--- src/rtl/tacc_pkg.sv ---
package tacc_pkg;
  localparam int unsigned DATA_W = 8;
  localparam int unsigned ARG_W  = 3;
  localparam int unsigned OPC_W  = 3;

  typedef enum logic [OPC_W-1:0] {
    OP_LI  = 3'd0,
    OP_ADD = 3'd1,
    OP_BEZ = 3'd2,
    OP_LR  = 3'd3,
    OP_SR  = 3'd4,
    OP_JA  = 3'd5,
    OP_NOT = 3'd6,
    OP_NOP = 3'd7
  } opcode_e;

  typedef enum logic [2:0] {
    ACC_KEEP, ACC_IMM, ACC_ADD, ACC_REG, ACC_INV
  } acc_sel_e;

  typedef enum logic [1:0] {
    PC_INC, PC_BRZ, PC_JMP
  } pc_sel_e;

  typedef struct packed {
    acc_sel_e acc_sel;
    pc_sel_e  pc_sel;
    logic     rf_we;
  } ctrl_t;
endpackage

--- src/rtl/tacc_decode.sv ---
module tacc_decode
  import tacc_pkg::*;
(
  input  logic [OPC_W-1:0] opc_i,
  output ctrl_t            ctrl_o
);
  always_comb begin
    ctrl_o = '{acc_sel: ACC_KEEP, pc_sel: PC_INC, rf_we: 1'b0};
    unique case (opcode_e'(opc_i))
      OP_LI:   ctrl_o.acc_sel = ACC_IMM;
      OP_ADD:  ctrl_o.acc_sel = ACC_ADD;
      OP_BEZ:  ctrl_o.pc_sel  = PC_BRZ;
      OP_LR:   ctrl_o.acc_sel = ACC_REG;
      OP_SR:   ctrl_o.rf_we   = 1'b1;
      OP_JA:   ctrl_o.pc_sel  = PC_JMP;
      OP_NOT:  ctrl_o.acc_sel = ACC_INV;
      default: ;
    endcase
  end
endmodule

--- src/rtl/tacc_regfile.sv ---
module tacc_regfile #(
  parameter int unsigned DATA_W = 8,
  parameter int unsigned ARG_W  = 3
) (
  input  logic              clk_i,
  input  logic              rst_ni,
  input  logic              we_i,
  input  logic [ARG_W-1:0]  idx_i,
  input  logic [DATA_W-1:0] wdata_i,
  output logic [DATA_W-1:0] rdata_o
);
  localparam int unsigned NREG = 1 << ARG_W;

  logic [DATA_W-1:0] regs [NREG];

  assign regs[0] = '0;  // hard zero, writes dropped

  for (genvar g = 1; g < NREG; g++) begin : g_reg
    always_ff @(posedge clk_i or negedge rst_ni) begin
      if (!rst_ni)                                    regs[g] <= '0;
      else if (we_i && idx_i == ARG_W'(g))            regs[g] <= wdata_i;
    end
  end

  assign rdata_o = regs[idx_i];
endmodule

--- src/rtl/tacc_acc_unit.sv ---
module tacc_acc_unit
  import tacc_pkg::*;
#(
  parameter int unsigned DATA_W = 8
) (
  input  logic              clk_i,
  input  logic              rst_ni,
  input  acc_sel_e          sel_i,
  input  logic [DATA_W-1:0] imm_i,
  input  logic [DATA_W-1:0] rdata_i,
  output logic [DATA_W-1:0] acc_o
);
  logic [DATA_W-1:0] acc_d;

  always_comb begin
    unique case (sel_i)
      ACC_IMM: acc_d = imm_i;
      ACC_ADD: acc_d = acc_o + rdata_i;
      ACC_REG: acc_d = rdata_i;
      ACC_INV: acc_d = ~acc_o;
      default: acc_d = acc_o;
    endcase
  end

  always_ff @(posedge clk_i or negedge rst_ni) begin
    if (!rst_ni) acc_o <= '0;
    else         acc_o <= acc_d;
  end

  AST_LI_LOADS_IMM: assert property (@(posedge clk_i) disable iff (!rst_ni)
    sel_i == ACC_IMM |=> acc_o == $past(imm_i));
  AST_NOT_INVERTS: assert property (@(posedge clk_i) disable iff (!rst_ni)
    sel_i == ACC_INV |=> acc_o == ~$past(acc_o));
  AST_KEEP_HOLDS: assert property (@(posedge clk_i) disable iff (!rst_ni)
    sel_i == ACC_KEEP |=> $stable(acc_o));
endmodule

--- src/rtl/tacc_pc_unit.sv ---
module tacc_pc_unit
  import tacc_pkg::*;
#(
  parameter int unsigned DATA_W = 8
) (
  input  logic              clk_i,
  input  logic              rst_ni,
  input  pc_sel_e           sel_i,
  input  logic [DATA_W-1:0] acc_i,
  input  logic [DATA_W-1:0] rdata_i,
  output logic [DATA_W-1:0] pc_o
);
  logic [DATA_W-1:0] step;

  always_comb begin
    unique case (sel_i)
      PC_BRZ:  step = (acc_i == '0) ? rdata_i : DATA_W'(1);
      PC_JMP:  step = acc_i;
      default: step = DATA_W'(1);
    endcase
  end

  always_ff @(posedge clk_i or negedge rst_ni) begin
    if (!rst_ni) pc_o <= '0;
    else         pc_o <= pc_o + step;
  end

  AST_PC_SEQUENTIAL: assert property (@(posedge clk_i) disable iff (!rst_ni)
    sel_i == PC_INC |=> pc_o == $past(pc_o) + DATA_W'(1));
  AST_BRANCH_NOT_TAKEN: assert property (@(posedge clk_i) disable iff (!rst_ni)
    (sel_i == PC_BRZ && acc_i != '0) |=> pc_o == $past(pc_o) + DATA_W'(1));
endmodule

--- src/rtl/tacc_core.sv ---
module tacc_core
  import tacc_pkg::*;
#(
  parameter int unsigned DATA_W = tacc_pkg::DATA_W,
  parameter int unsigned ARG_W  = tacc_pkg::ARG_W,
  parameter int unsigned SHOW_W = 6,
  parameter int unsigned PIN_W  = 8
) (
  input  logic                   clk_i,
  input  logic                   rst_ni,
  input  logic [ARG_W+OPC_W-1:0] insn_i,
  output logic [PIN_W-1:0]       pins_o
);
  localparam int unsigned PAD_W = PIN_W - SHOW_W;
  localparam int unsigned EXT_W = DATA_W - ARG_W;

  logic [OPC_W-1:0]  opc;
  logic [ARG_W-1:0]  arg;
  logic [DATA_W-1:0] imm, rdata, acc, pc;
  ctrl_t             ctrl;

  assign opc = insn_i[OPC_W-1:0];
  assign arg = insn_i[ARG_W+OPC_W-1:OPC_W];
  assign imm = {{EXT_W{arg[ARG_W-1]}}, arg};

  tacc_decode u_dec (.opc_i(opc), .ctrl_o(ctrl));

  tacc_regfile #(.DATA_W(DATA_W), .ARG_W(ARG_W)) u_rf (
    .clk_i, .rst_ni, .we_i(ctrl.rf_we), .idx_i(arg), .wdata_i(acc), .rdata_o(rdata)
  );

  tacc_acc_unit #(.DATA_W(DATA_W)) u_acc (
    .clk_i, .rst_ni, .sel_i(ctrl.acc_sel), .imm_i(imm), .rdata_i(rdata), .acc_o(acc)
  );

  tacc_pc_unit #(.DATA_W(DATA_W)) u_pc (
    .clk_i, .rst_ni, .sel_i(ctrl.pc_sel), .acc_i(acc), .rdata_i(rdata), .pc_o(pc)
  );

  // clock level picks the shown value
  assign pins_o = clk_i ? {{PAD_W{1'b0}}, pc[SHOW_W-1:0]}
                        : {{PAD_W{1'b0}}, acc[SHOW_W-1:0]};

  AST_X0_READS_ZERO: assert property (@(posedge clk_i) disable iff (!rst_ni)
    (opc == OP_LR && arg == '0) |=> acc == '0);
  AST_JA_OFFSET: assert property (@(posedge clk_i) disable iff (!rst_ni)
    opc == OP_JA |=> pc == $past(pc) + $past(acc));
  AST_NOP_STABLE: assert property (@(posedge clk_i) disable iff (!rst_ni)
    opc == OP_NOP |=> $stable(acc));
endmodule

--- config.mk ---
export PLATFORM = sky130hd
export DESIGN_NAME = tacc_core
export DESIGN_NICKNAME = d
export VERILOG_FILES = /design/src/rtl/tacc_pkg.sv /design/src/rtl/tacc_decode.sv /design/src/rtl/tacc_regfile.sv /design/src/rtl/tacc_acc_unit.sv /design/src/rtl/tacc_pc_unit.sv /design/src/rtl/tacc_core.sv
export SDC_FILE = /design/constraint.sdc
export NUM_CORES = 1
export LEC_CHECK = 0
export ABC_AREA = 0
export CAP_MARGIN = 0
export CORE_ASPECT_RATIO = 1.25
export CORE_MARGIN = 2
export CORE_UTILIZATION = 24
export CTS_BUF_LIST = sky130_fd_sc_hd__clkbuf_16
export CTS_CLUSTER_SIZE = 16
export DETAILED_ROUTE_END_ITERATION = 10
export DONT_BUFFER_PORTS = 1
export GPL_ROUTABILITY_DRIVEN = 0
export PLACE_DENSITY = 0.47
export SETUP_SLACK_MARGIN = 0.4
export SLEW_MARGIN = 10
export SYNTH_ARGS = -nofsm -noshare
export SYNTH_HDL_FRONTEND = slang
export SYNTH_SLANG_ARGS = --single-unit
export TNS_END_PERCENT = 50
--- constraint.sdc ---
create_clock -name clk_i -period 4.47 [get_ports clk_i]
set_input_delay 0.894 -clock clk_i [delete_from_list [all_inputs] [get_ports clk_i]]
set_output_delay 0.894 -clock clk_i [all_outputs]
set_load 0.03 [all_outputs]
# Word level (Yosys, flattened, before mapping)

Index checks and enable logic that the tools add are counted.

Logic and storage cells: 53
Input port bits: 8
Bits in registers: 72
Output and inout bits: 8

Add/subtract/negate cells: 2
Magnitude comparators: 1
Equal/unequal tests: 19
Mux-type cells: 10
Reduce and logical (&&, ||, !) cells: 10
Bitwise operators: 2

Operators with widths:

| cell                                                 | number |
|---|---|
| one-hot mux 8 bit (4 select lines)                   | 1 |
| binary-select mux 8 bit (select 3 bit)               | 1 |
| equality test 3 bit (second input constant)          | 8 |
| 2-to-1 mux 8 bit                                     | 3 |
| equality test 3 x 2 -> 1 bit (second input constant) | 6 |
| adder 8 bit                                          | 2 |
| one-hot mux 8 bit (2 select lines)                   | 1 |
| one-hot mux 3 bit (4 select lines)                   | 1 |
| equality test 3 x 1 -> 1 bit (second input constant) | 3 |
| logical NOT 8 bit                                    | 1 |
| NOT 8 bit                                            | 1 |
| logical AND 1 bit                                    | 7 |
| 2-to-1 mux 6 bit                                     | 1 |
| >= comparator 4 bit (second input constant)          | 1 |
| NOT 3 -> 4 bit                                       | 1 |
| one-hot mux 2 bit (2 select lines)                   | 1 |
| nonzero test 4 bit                                   | 1 |
| logical NOT 3 bit                                    | 1 |
| equality test 2 x 1 -> 1 bit (second input constant) | 1 |
| equality test 2 bit (second input constant)          | 1 |
| 2-to-1 mux 1 bit                                     | 1 |

# Longest topological paths before layout

Word-level depth: 7
Gate-level depth with buffers: 14
Gate-level depth less buffers: 12

# Cells and area by module

A second synthesis with hierarchy kept.

Cell total of the unflattened synthesis: 388
Area, all modules: 4449.3 µm²

Modules (own cells, without submodules):

| module        | sequential area each (µm²) | instances | area each (µm²) | cells an instance |
|---|---|---|---|---|
| tacc_regfile  | 1401.3                     | 1         | 2615.0          | 174 |
| tacc_acc_unit | 200.2                      | 1         | 934.6           | 114 |
| tacc_pc_unit  | 200.2                      | 1         | 726.9           | 83 |
| tacc_core     | 0.0                        | 1         | 120.1           | 10 |
| tacc_decode   | 0.0                        | 1         | 52.6            | 7 |

==> metrics.md <==
| Metric | Value |
|---|---|
| Arr. time, crit path | 3.00 ns |
| Total number of vias | 2786 |
| Nets | 375 |
| Pwr Density | 563 nW/um2 |
| Flops & latches, synth | 70 |
| Yosys Warn Count | 0 |
| Final total power | 2510 uW |
| Post-Syn Area | roughly 4000 um2 |
| Final HPWL DP | 6.44 mm |
| Main flop type after synthesis | dfrtp_1 |
| Gate count after technology mapping | 364 |
| GRT Total Usage | 0.118 |
| Floorplan Core Area | 16100 um2 |
| Via-to-Cell Ratio | 4.85 |
| Fill count | 1755 |
| Synth area leader | dfrtp_1 |
| Crit path kind | clk -> out |
| Layout cells sized above 1 | 0.221 |
| Buf/Inv on CP | 2 |
| IO Port Bufs | 0 |
| Vias in the first global route | between 2000 and 3000 |
| Post-synthesis cell type count | 51 |
| Initial antenna violation count | 0 |
| Maxcap violations | 0 |
| Unrepaired setup endpoints after global routing | false |
| Ranking of synthesized cells by area | dfrtp_1 (44%), mux2_2 (15%), mux4_2 (4.0%) |
| CP startpoint kind | clock port |
| TritonCTS clock tree | built |
| CP Max Fanout | 5 |
| Routed WL | 9.63 mm |
| Final hold viol count | 0 |
| Status | complete, no violations |
| HP Class | in -> async |
| IO Pins | 16 |
| Crit path cell chain | clkbuf_16, clkbuf_16, o21ai_1 |
| Worst skew pair latency | 0.44 ns |
| Clock transition at path regs | 0.06 ns |
| Slew at the pin closest to its max-slew limit | slightly below 0.8 ns |
| Largest net degree at the start of global routing | 71 |
| Post-synth ARST share | 1.00 |
| Antenna viol nets, final | 0 |
| Post-synth EDFFs | 0 |
| Die Height | about 150 um |
| Final number of setup-violating endpoints | 0 |
| Row count | 52 |
| Leak | 0.00193 uW |
| Synth Area per Inst | between 10 and 15 um2 |
| Worst slew margin | 0.470 |
| Slew Viols, Final | 0 |
| VDD IR max | between 0.15 and 0.2 mV |
| DR WL/cell | 16.8 um |
| Critical path's slowest cell | o21ai_1 |
| Setup TNS | 0 ns |
| Die X | 119 um |
| Top delay family on crit path | compound AO/OA/AOI/OAI gates |
| Synth cell count leaders | dfrtp_1 (70), mux2_2 (52), nand2_1 (37) |
| First-pass detailed-route iteration total | 5 |
| Setup crit end kind | output pin |
| P&R area growth vs syn | 13.0% |
| Grt ovf | 0 |
| Crit path top cell by count | clkbuf_16 |
| Setup bufs post-CTS | 0 |
| Seq/Total Area, Yosys | 0.444 |
| Diodes inserted | 0 |
| Global-route wire length before repair | 15.6 mm |
| Initial core utilization | 0.244 |
| Most common cell in the netlist | dfrtp_1 |
| Iter 0 DRT Violations | 135 |
| Setup Skew | 0.00532 ns |
| Worst endpoint required time | 3.58 ns |
| CP max stage delay | ~0.50 ns |
| Post-route DRC | 0 |
| Die area | between 15000 and 20000 um2 |
| Top-area cell type share of the netlist area | 0.444 |
## worst reg2reg max path, cell delays in order, from the launching register on
cell,delay [ns]
dfrtp_1,0.56
nor3_1,0.29
nand4_1,0.28
o21ai_0,0.45
ha_1,0.32
a21o_1,0.18
a21oi_1,0.21
o21bai_1,0.10
a21oi_1,0.20
xnor2_1,0.14
## through the flow
step	cell area (um2)	util	cells	setup WS (ns)	hold slack, ns
3_5_place_dp	4070	0.252	554	0.661	0.469
2_1_floorplan	3950	-	365	0.471	0.442
4_1_cts	4460	0.276	574	0.315	0.131
6_report	4460	0.276	574	0.572	0.142
3_3_place_gp	4070	0.252	554	0.661	0.457
5_1_grt	4460	0.276	574	0.557	0.125
## cells by family (layout without fill, tap and decap cells)
family | Yosys count | count (layout) | share of synthesized area
buffers and inverters | 41 | 34 | 0.0501
other | 1 | 2 | 0.000951
flip-flops | 70 | 70 | 0.444
XOR/XNOR | 7 | 7 | 0.0156
AND/OR/NAND/NOR | 79 | 79 | 0.0914
adder cells (fa/ha/maj) | 14 | 14 | 0.0482
multiplexers | 65 | 65 | 0.205
AO/OA/AOI/OAI | 87 | 87 | 0.144
## layer usage
| layer | GRT usage | part of all wire | vias up | wire length (um) |
|---|---|---|---|---|
| met5 | 0 | 0 | - | 0 |
| met4 | 0.0792 | 0.036 | 0 | 344 |
| met3 | 0.0408 | 0.048 | 27 | 465 |
| met2 | 0.181 | 0.48 | 62 | 4620 |
| met1 | 0.139 | 0.44 | 1408 | 4200 |
| li1 | - | - | 1289 | - |
## state kept, by name (all words and copies together), names as in the netlist
| signal | cells |
|---|---|
| u_acc.acc_o | 8 |
| u_rf.regs | 56 |
| u_pc.pc_o | 6 |
## final timing paths
path | startpoint | to | slack (ns) | depth (start not counted)
setup / recovery | clk_i | pins_o[0] | 0.57 | 3
hold / removal | rst_ni | u_pc.pc_o[4] | 0.14 | 0
setup reg to reg | u_acc.acc_o[5] | u_pc.pc_o[5] | 1.66 | 9
hold reg to reg | u_rf.regs[8] | u_rf.regs[8] | 0.48 | 2
max in group asynchronous | rst_ni | u_rf.regs[52] | 4.19 | 0
min in group clk_i | u_rf.regs[8] | u_rf.regs[8] | 0.48 | 2
## report_power, final
group / internal [uW] / switching [uW]
sequential: 806 / 132
clock: 621 / 445
combinational: 271 / 233
## cell type report
cell class	instances	area [um2]	share of cell area
inverters	14	52.6	0.0118
clock inverters	7	58.8	0.0132
multi-input cells	254	2000	0.448
clock buffers	13	325	0.0730
flip-flops and latches	70	1750	0.393
well taps	216	270	0.0607
## cell usage in the layout (no fill, tap or decap), drive strengths merged, types with 2 or more instances in the layout
cell type | Yosys | final
nor2b | 9 | 9
a211oi | 4 | 4
xnor2 | 5 | 5
o21bai | 3 | 3
a31oi | 6 | 6
o32ai | 2 | 2
and3 | 4 | 4
ha | 12 | 12
nor2 | 14 | 14
a22oi | 3 | 3
conb | 1 | 2
mux2i | 5 | 5
clkbuf | 12 | 13
dfrtp | 70 | 70
mux4 | 7 | 7
or3 | 2 | 2
mux2 | 53 | 53
clkinvlp | 0 | 2
o21ai | 34 | 34
xor2 | 2 | 2
clkinv | 1 | 5
nand3 | 3 | 3
a221o | 4 | 4
nand2 | 37 | 37
and2 | 2 | 2
a21oi | 11 | 11
a21o | 4 | 4
o21a | 4 | 4
inv | 13 | 13
nor3 | 4 | 4
fa | 2 | 2
o32a | 2 | 2
## timing repair
action	CTS	global route
resized for setup	1	1
setup endpoints to repair	2	1
hold buffers	0	0
Power figures use the tool's default switching activity.
